[config.mk]
export PLATFORM = sky130hd
export DESIGN_NAME = dram_refresh_gen
export DESIGN_NICKNAME = d
export VERILOG_FILES = /design/src/rtl/dram_refresh_pkg.sv /design/src/rtl/refresh_interval_timer.sv /design/src/rtl/refresh_request_latch.sv /design/src/rtl/refresh_cycle_fsm.sv /design/src/rtl/refresh_bus_drive.sv /design/src/rtl/dram_refresh_gen.sv
export SDC_FILE = /design/constraint.sdc
export NUM_CORES = 1
export LEC_CHECK = 0
export ABC_AREA = 1
export ABC_CLOCK_PERIOD_IN_PS = 1600
export BUFFER_PORTS_ARGS = -buffer_cell sky130_fd_sc_hd__buf_2
export CAP_MARGIN = 20
export CORE_MARGIN = 2
export CORE_UTILIZATION = 30
export DETAILED_ROUTE_END_ITERATION = 10
export SYNTH_ARGS = -nofsm -noshare
export SYNTH_HDL_FRONTEND = slang
export SYNTH_SLANG_ARGS = --single-unit
[constraint.sdc]
create_clock -name clk -period 1.6 [get_ports clk]
set_input_delay 0 -clock clk [delete_from_list [all_inputs] [get_ports clk]]
set_output_delay 0 -clock clk [all_outputs]
set_load 0.01 [all_outputs]
[src/rtl/dram_refresh_pkg.sv]
package dram_refresh_pkg;

    typedef enum logic [2:0] {
        RF_IDLE     = 3'd0,
        RF_CAS_LEAD = 3'd1,
        RF_BOTH     = 3'd2,
        RF_RAS_TAIL = 3'd3,
        RF_PRECHG   = 3'd4,
        RF_RECOVER  = 3'd5
    } rf_state_e;

    // clocks spent with both strobes low
    localparam int unsigned RF_BOTH_CLKS  = 3;
    // whole cycle: lead + both + tail + precharge + recovery
    localparam int unsigned RF_CYCLE_CLKS = 1 + RF_BOTH_CLKS + 3;

endpackage

[src/rtl/refresh_interval_timer.sv]
module refresh_interval_timer #(
    parameter int unsigned CNT_W = 16
) (
    input  logic             clk,
    input  logic             rst_n,
    input  logic             run,
    input  logic [CNT_W-1:0] interval,
    output logic             expire
);

    logic [CNT_W-1:0] cnt_q;

    assign expire = run && (cnt_q == '0);

    always_ff @(posedge clk or negedge rst_n) begin
        if (!rst_n) begin
            cnt_q <= '0;
        end else if (!run || (cnt_q == '0)) begin
            cnt_q <= interval;
        end else begin
            cnt_q <= cnt_q - 1'b1;
        end
    end

endmodule

[src/rtl/refresh_request_latch.sv]
module refresh_request_latch (
    input  logic clk,
    input  logic rst_n,
    input  logic run,
    input  logic expire,
    input  logic idle,
    input  logic grant,
    output logic req,
    output logic start
);

    logic pending_q;

    // a request is only shown while the sequencer can accept it
    assign req   = pending_q && idle;
    assign start = req && grant;

    always_ff @(posedge clk or negedge rst_n) begin
        if (!rst_n) begin
            pending_q <= 1'b0;
        end else if (!run) begin
            pending_q <= 1'b0;
        end else if (expire) begin
            pending_q <= 1'b1;
        end else if (start) begin
            pending_q <= 1'b0;
        end
    end

endmodule

[src/rtl/refresh_cycle_fsm.sv]
module refresh_cycle_fsm
    import dram_refresh_pkg::*;
(
    input  logic      clk,
    input  logic      rst_n,
    input  logic      start,
    output rf_state_e state,
    output logic      idle
);

    localparam int unsigned HOLD_W = (RF_BOTH_CLKS > 1) ? $clog2(RF_BOTH_CLKS) : 1;
    localparam logic [HOLD_W-1:0] HOLD_LAST = HOLD_W'(RF_BOTH_CLKS - 1);

    rf_state_e         state_d;
    logic [HOLD_W-1:0] hold_q;

    assign idle = (state == RF_IDLE);

    always_comb begin
        state_d = state;
        unique case (state)
            RF_IDLE:     if (start) state_d = RF_CAS_LEAD;
            RF_CAS_LEAD: state_d = RF_BOTH;
            RF_BOTH:     if (hold_q == HOLD_LAST) state_d = RF_RAS_TAIL;
            RF_RAS_TAIL: state_d = RF_PRECHG;
            RF_PRECHG:   state_d = RF_RECOVER;
            RF_RECOVER:  state_d = RF_IDLE;
            default:     state_d = RF_IDLE;
        endcase
    end

    always_ff @(posedge clk or negedge rst_n) begin
        if (!rst_n) begin
            state  <= RF_IDLE;
            hold_q <= '0;
        end else begin
            state  <= state_d;
            hold_q <= (state == RF_BOTH) ? hold_q + 1'b1 : '0;
        end
    end

endmodule

[src/rtl/refresh_bus_drive.sv]
module refresh_bus_drive
    import dram_refresh_pkg::*;
#(
    parameter int unsigned BUS_W   = 16,
    parameter int unsigned UPPER_W = 4
) (
    input  rf_state_e          state,
    output logic               ras_n,
    output logic               cas_n,
    output logic [BUS_W-1:0]   ad_out,
    output logic               ad_oe,
    output logic [UPPER_W-1:0] addr_hi,
    output logic               active
);

    always_comb begin
        ras_n   = 1'b1;
        cas_n   = 1'b1;
        ad_out  = '1;
        ad_oe   = 1'b1;
        addr_hi = '1;
        active  = 1'b1;
        unique case (state)
            RF_IDLE: begin
                ad_out  = '0;
                ad_oe   = 1'b0;
                addr_hi = '0;
                active  = 1'b0;
            end
            RF_CAS_LEAD: cas_n = 1'b0;
            RF_BOTH: begin
                cas_n = 1'b0;
                ras_n = 1'b0;
            end
            RF_RAS_TAIL: ras_n = 1'b0;
            RF_PRECHG:   ;
            RF_RECOVER:  ;
            default: begin
                ad_out  = '0;
                ad_oe   = 1'b0;
                addr_hi = '0;
                active  = 1'b0;
            end
        endcase
    end

endmodule

[src/rtl/dram_refresh_gen.sv]
module dram_refresh_gen
    import dram_refresh_pkg::*;
#(
    parameter int unsigned CNT_W   = 16,
    parameter int unsigned BANKS   = 2,
    parameter int unsigned BUS_W   = 16,
    parameter int unsigned UPPER_W = 4
) (
    input  logic               clk,
    input  logic               rst_n,
    input  logic               enable,
    input  logic [BANKS-1:0]   bank_en,
    input  logic [CNT_W-1:0]   interval,
    input  logic               bus_grant,
    output logic               refresh_req,
    output logic               ras_n,
    output logic               cas_n,
    output logic [BUS_W-1:0]   ad_out,
    output logic               ad_oe,
    output logic [UPPER_W-1:0] addr_hi,
    output logic               refresh_active
);

    logic      run;
    logic      expire;
    logic      idle;
    logic      start;
    rf_state_e state;

    assign run = enable && (|bank_en);

    refresh_interval_timer #(.CNT_W(CNT_W)) u_timer (
        .clk      (clk),
        .rst_n    (rst_n),
        .run      (run),
        .interval (interval),
        .expire   (expire)
    );

    refresh_request_latch u_req (
        .clk    (clk),
        .rst_n  (rst_n),
        .run    (run),
        .expire (expire),
        .idle   (idle),
        .grant  (bus_grant),
        .req    (refresh_req),
        .start  (start)
    );

    refresh_cycle_fsm u_fsm (
        .clk   (clk),
        .rst_n (rst_n),
        .start (start),
        .state (state),
        .idle  (idle)
    );

    refresh_bus_drive #(.BUS_W(BUS_W), .UPPER_W(UPPER_W)) u_drive (
        .state   (state),
        .ras_n   (ras_n),
        .cas_n   (cas_n),
        .ad_out  (ad_out),
        .ad_oe   (ad_oe),
        .addr_hi (addr_hi),
        .active  (refresh_active)
    );

endmodule

Yosys cells after proc, flatten, opt, wreduce, memory -nomap -nowiden
Cells that the tools add are included.
Widths: inputs -> output; s select.
{ "op_classes": {"n_lt_le_gt_ge": 0, "shift": 0, "multipliers": 0, "n_mux": 13, "addsub": 2, "n_reduce_logical": 13, "n_bitwise": 0, "div": 0, "eq_ne": 9} }
{ "ops": {"columns": ["op", "count"], "rows": [
  ["$mux 16", 2],
  ["$logic_not 16->1", 1],
  ["$sub 16x1->16 const B", 1],
  ["$pmux 3 s5", 1],
  ["$eq 3x2->1 const B", 2],
  ["$eq 3x3->1 const B", 2],
  ["$mux 1", 6],
  ["$mux 3", 2],
  ["$reduce_or 2->1", 3],
  ["$reduce_or 5->1", 1],
  ["$logic_and 1x1->1", 4],
  ["$mux 4", 1],
  ["$ne 2x2->1 const B", 2],
  ["$eq 3x1->1 const B", 1],
  ["$logic_not 3->1", 1],
  ["$ne 3x3->1 const B", 1],
  ["$add 2x1->2 const B", 1],
  ["$eq 2x2->1 const B", 1],
  ["$mux 2", 1],
  ["$reduce_and 2->1", 1],
  ["$logic_not 1->1", 1],
  ["$logic_or 1x1->1", 1]
]} }
{ "totals": {"elab_cells": 41, "mem_bits_ro": 0, "input_bits": 22, "memories": 0, "out_inout_bits": 25, "mem_bits_rw": 0, "ff_bits": 22, "latchBits": 0} }

Depth between registers and ports, before layout
{ "depth": {"depth_word": 6, "mapped_depth": 9, "ltp_nobuf": 9} }

Cells and area by module
From an unflattened synthesis, not the netlist that was laid out.
{ "hier_totals": {"hier_cells": 229, "area_unflattened_um2": 1612.8} }
{ "modules_own_cells": {"columns": ["module", "area_each_um2", "seq_area_each_um2", "cells_per_inst", "instances"], "rows": [
  ["refresh_interval_timer", 1111.1, 400.4, 158, 1],
  ["refresh_cycle_fsm", 227.7, 125.1, 27, 1],
  ["refresh_bus_drive", 198.9, 0.0, 31, 1],
  ["refresh_request_latch", 63.8, 25.0, 10, 1],
  ["dram_refresh_gen", 11.3, 0.0, 3, 1]
]} }

Worst setup path after synthesis
OpenSTA, ideal clock, no wires.
{ "synth_path": {"path_kind": "register to output", "start": "register u_fsm.state[1]", "end": "output ad_out[0]", "path_stages_with_launch": 5, "t_required_ns": 1.600, "path_buffers": 1, "t_arrival_ns": 1.580, "path_slack_ns": 0.020, "cell_sequence": "dfrtp_1 > nand2_1 > inv_1 > nor2_1 > buf_4"} }
{ "synth_between": {"elab_chain_cells": 3, "elab_cells_between_ends": 7, "cone_classes": "eq/ne (5); mux (1); reduce/logical (1)"} }
{ "synth_lines": {"columns": ["element", "line_no", "source"], "rows": [
  ["from (decl)", "refresh_cycle_fsm.sv:7", "output rf_state_e state,"],
  ["from (signal assigned)", "refresh_cycle_fsm.sv:37", "state <= state_d;"],
  ["$eq 3x1->1, or another cell as far along", "refresh_bus_drive.sv:23", "unique case (state)"],
  ["$reduce_or 5->1 (no line) (*)", null, null],
  ["$mux 16 (*)", "refresh_bus_drive.sv:23", null],
  ["to (decl)", "dram_refresh_gen.sv:18", "output logic [BUS_W-1:0] ad_out,"]
]} }
Every way passes the cells marked *; elsewhere a longest branch is shown, timed or not.

Worst setup path after layout
{ "layout_path": {"start": "register u_fsm.state[1]", "end": "output refresh_req"} }
{ "layout_between": {"elab_chain_cells": 2} }
{ "layout_lines": {"columns": ["element", "line_no", "source"], "rows": [
  ["$logic_not 3->1", "refresh_cycle_fsm.sv:17", "assign idle = (state == RF_IDLE);"],
  ["$logic_and 1x1->1", "refresh_request_latch.sv:15", "assign req = pending_q && idle;"],
  ["to (decl)", "dram_refresh_gen.sv:15", "output logic refresh_req,"]
]} }
Every way passes these cells.

==> impl_metrics.csv <==
group,metric,value,unit
clock_tree,cts_sinks,22,
synth,ys_warn_count,0,
pwr,leakage,0.9928,nW
sta,period_share,92.15,%
die,dieArea,5547,um2
die,start_util,31.34,%
drt,via_per_inst,4.073,
sta,max_freq,678.3,MHz
synth,ys_types,21,
sta,slew_headroom,60.62,%
drt,ant_nets,0,
worst_setup_path,worst_setup_path_start_kind,"register",
clock_tree,cts-root-buf,"clkbuf_8",
clock_tree,cts_tree,"yes",
synth,ys_async_sr_fraction,100.0,%
synth,synth_edf_count,0,
synth,syn_area,1490,um2
sta,fin_setup_tns,0,ps
sta,worst_slack,125.6,ps
worst_setup_path,worstSetupEndpointType,"output pin",
synth,synth_ff_type,"dfrtp_1",
layout,syn2layout_area_growth,27.37,%
drt,drt-pass1-iter-count,4,
synth,synth_cells,214,
sta,hold_ws,117.4,ps
synth,ys_seq_area_share,36.94,%
global_routing,grt_use_total,12.11,%
die,rows,25,
sta,skew,5.836,ps
synth,yosysTopAreaCell,"dfrtp_1",
drt,dr.first_iter.drc_count,29,
die,coreArea,4755,um2
drt,via_count,1336,
layout,num-nets-final,287,
synth,postSynthAreaPerCell,6.963,um2
clock_tree,clk_latency,260,ps
clock_tree,clk_pin_slew_worst_paths,70,ps
clock_tree,cts_setup_buffers,0,
die,dieHeight,74.48,um
pwr,powerDensity,1183,nW/um2
synth,yosysTopAreaCellShare,36.94,%
worst_setup_path,crit_fanout,5,
global_routing,first_global_vias,1232,
sta,hold_viol_final,0,
sta,maxSlewViolCount,0,
status,status,"finished, final reports clean",
worst_setup_path,crit_type,"reg2out",
layout,final_area,1898,um2
placed_design,place_area,1669,um2
synth,synth.area.top_cells,"dfrtp_1 37%, nand2_1 20%, buf_4 11%",
pwr,peakVddDrop,496.6,uV
placed_design,port-buffer-count,46,
layout,diodes,0,
placed_design,pre_cts_slack,7.800,ps
die,ioPinCount,47,
synth,synth.most_common_cell,"nand2_1",
synth,syn-num-nets,238,
sta,fin_crit,1474,ps
drt,wire_per_inst,9.345,um
clock_tree,cts_buffers,3,
global_routing,grt-ovfl-total,0,
global_routing,grt_pass1_wl,5112,um
run,cap_violations,0,
placed_design,dpl.hpwl,2336,um
sta,setup_violations,0,
clock_tree,max-clock-path-buffers,2,
clock_tree,htreeDepth,1,
layout,utilization,39.92,%
worst_hold_path,hp-class,"in2reg",
worst_setup_path,arrival,1470,ps
die,die_width,74.48,um
drt,drt_wl_total,3065,um
synth,yosys-top-cells-count,"78 x nand2_1, 25 x nor2_1, 24 x inv_1",
drt,remaining_drc_errors,0,
sta,rsz0062_at_grt,"false",
synth,ys_seq_elements,22,
placed_design,gp_congestion,0.8013,
layout,drive_above_1_share,26.44,%
worst_setup_path,cp.required,1600,ps
sta,worst_slew_pin_slew,584.6,ps
global_routing,antenna_found_initial,0,
global_routing,grt_max_degree,23,
path summary, 6_finish.rpt:
check	from	endpoint	slack (ps)	depth (start not counted)
setup / recovery	u_fsm.state[1]	refresh_req	130	4
setup reg to reg	u_timer.cnt_q[0]	u_timer.cnt_q[4]	130	9
min in group asynchronous	rst_n	u_timer.cnt_q[10]	240	2
hold / removal	bus_grant	u_fsm.state[0]	120	5
max in group asynchronous	rst_n	u_fsm.state[1]	1010	2
hold reg to reg	u_fsm.hold_q[0]	u_fsm.hold_q[0]	430	1
cell type report:
cell class              instances  area [um2]
clock buffers                   3       41.29
fillers                       511        2856
inverters                      24       90.09
multi-input cells             144       681.9
flip-flops and latches         22       550.5
well taps                      67       83.83
repair buffers                 68       450.4
critical path, stage by stage, from the launching register on:
cell     delay (ps)
dfrtp_1         420
nor3_1          460
inv_1           100
nor2_1          100
buf_2           140
sequential cells by signal (all words and copies together), names as in the netlist:
name,cells
u_timer.cnt_q,16
u_fsm.state,3
u_fsm.hold_q,2
u_req.pending_q,1
through the flow:
stage                     instances  total power, mW
after floorplan                 214            1.909
after global placement          308            1.868
after detailed placement        308            1.885
after CTS                       328            2.273
after global routing            328            2.463
final                           328            2.245
power by group:
part / total (mW) / switching, mW / internal, mW
clock: 0.334 / 0.167 / 0.168
sequential: 0.729 / 0.0825 / 0.646
combinational: 1.18 / 0.701 / 0.482
total: 2.25 / 0.950 / 1.30
repair_timing:
action,in CTS,in global routing
hold buffers,17,0
setup endpoints to repair,23,24
pin swaps,0,1
cloned,0,0
resized for setup,2,2
endpoints found under the hold margin,38,0
cells by family (layout without fill, tap and decap cells):
logic type                 after synthesis  in the layout  share of synthesized area (%)
DFF                                     22             22                          36.94
adders and majority gates                2              2                          1.679
AOI/OAI and AO/OA                       14             14                          6.129
buffers and inverters                   48             95                          18.47
xor gates and xnor gates                 5              5                          2.939
and+or+nand+nor                        123            123                          33.84
placed cells by master, fill, tap and decap left out, types with 3 or more instances in the layout:
cell type	n
o21ai_0	7
dlygate4sd3_1	17
nand2_1	78
buf_2	46
buf_4	4
inv_1	24
nand2_2	4
o21ai_2	4
xor2_1	3
nand3_1	9
dfrtp_1	22
nor2_2	4
nor2_1	23
clkbuf_8	3
metal layers:
layer | part of all wire [%] | vias up | track usage [%]
met5 | 0 | - | 0
met4 | 0.95 | 0 | 5.357
met3 | 4.8 | 2 | 1.626
met2 | 48 | 38 | 21.93
met1 | 47 | 572 | 14.19
li1 | - | 724 | -
No activity file was read; power rests on OpenSTA's default activity.
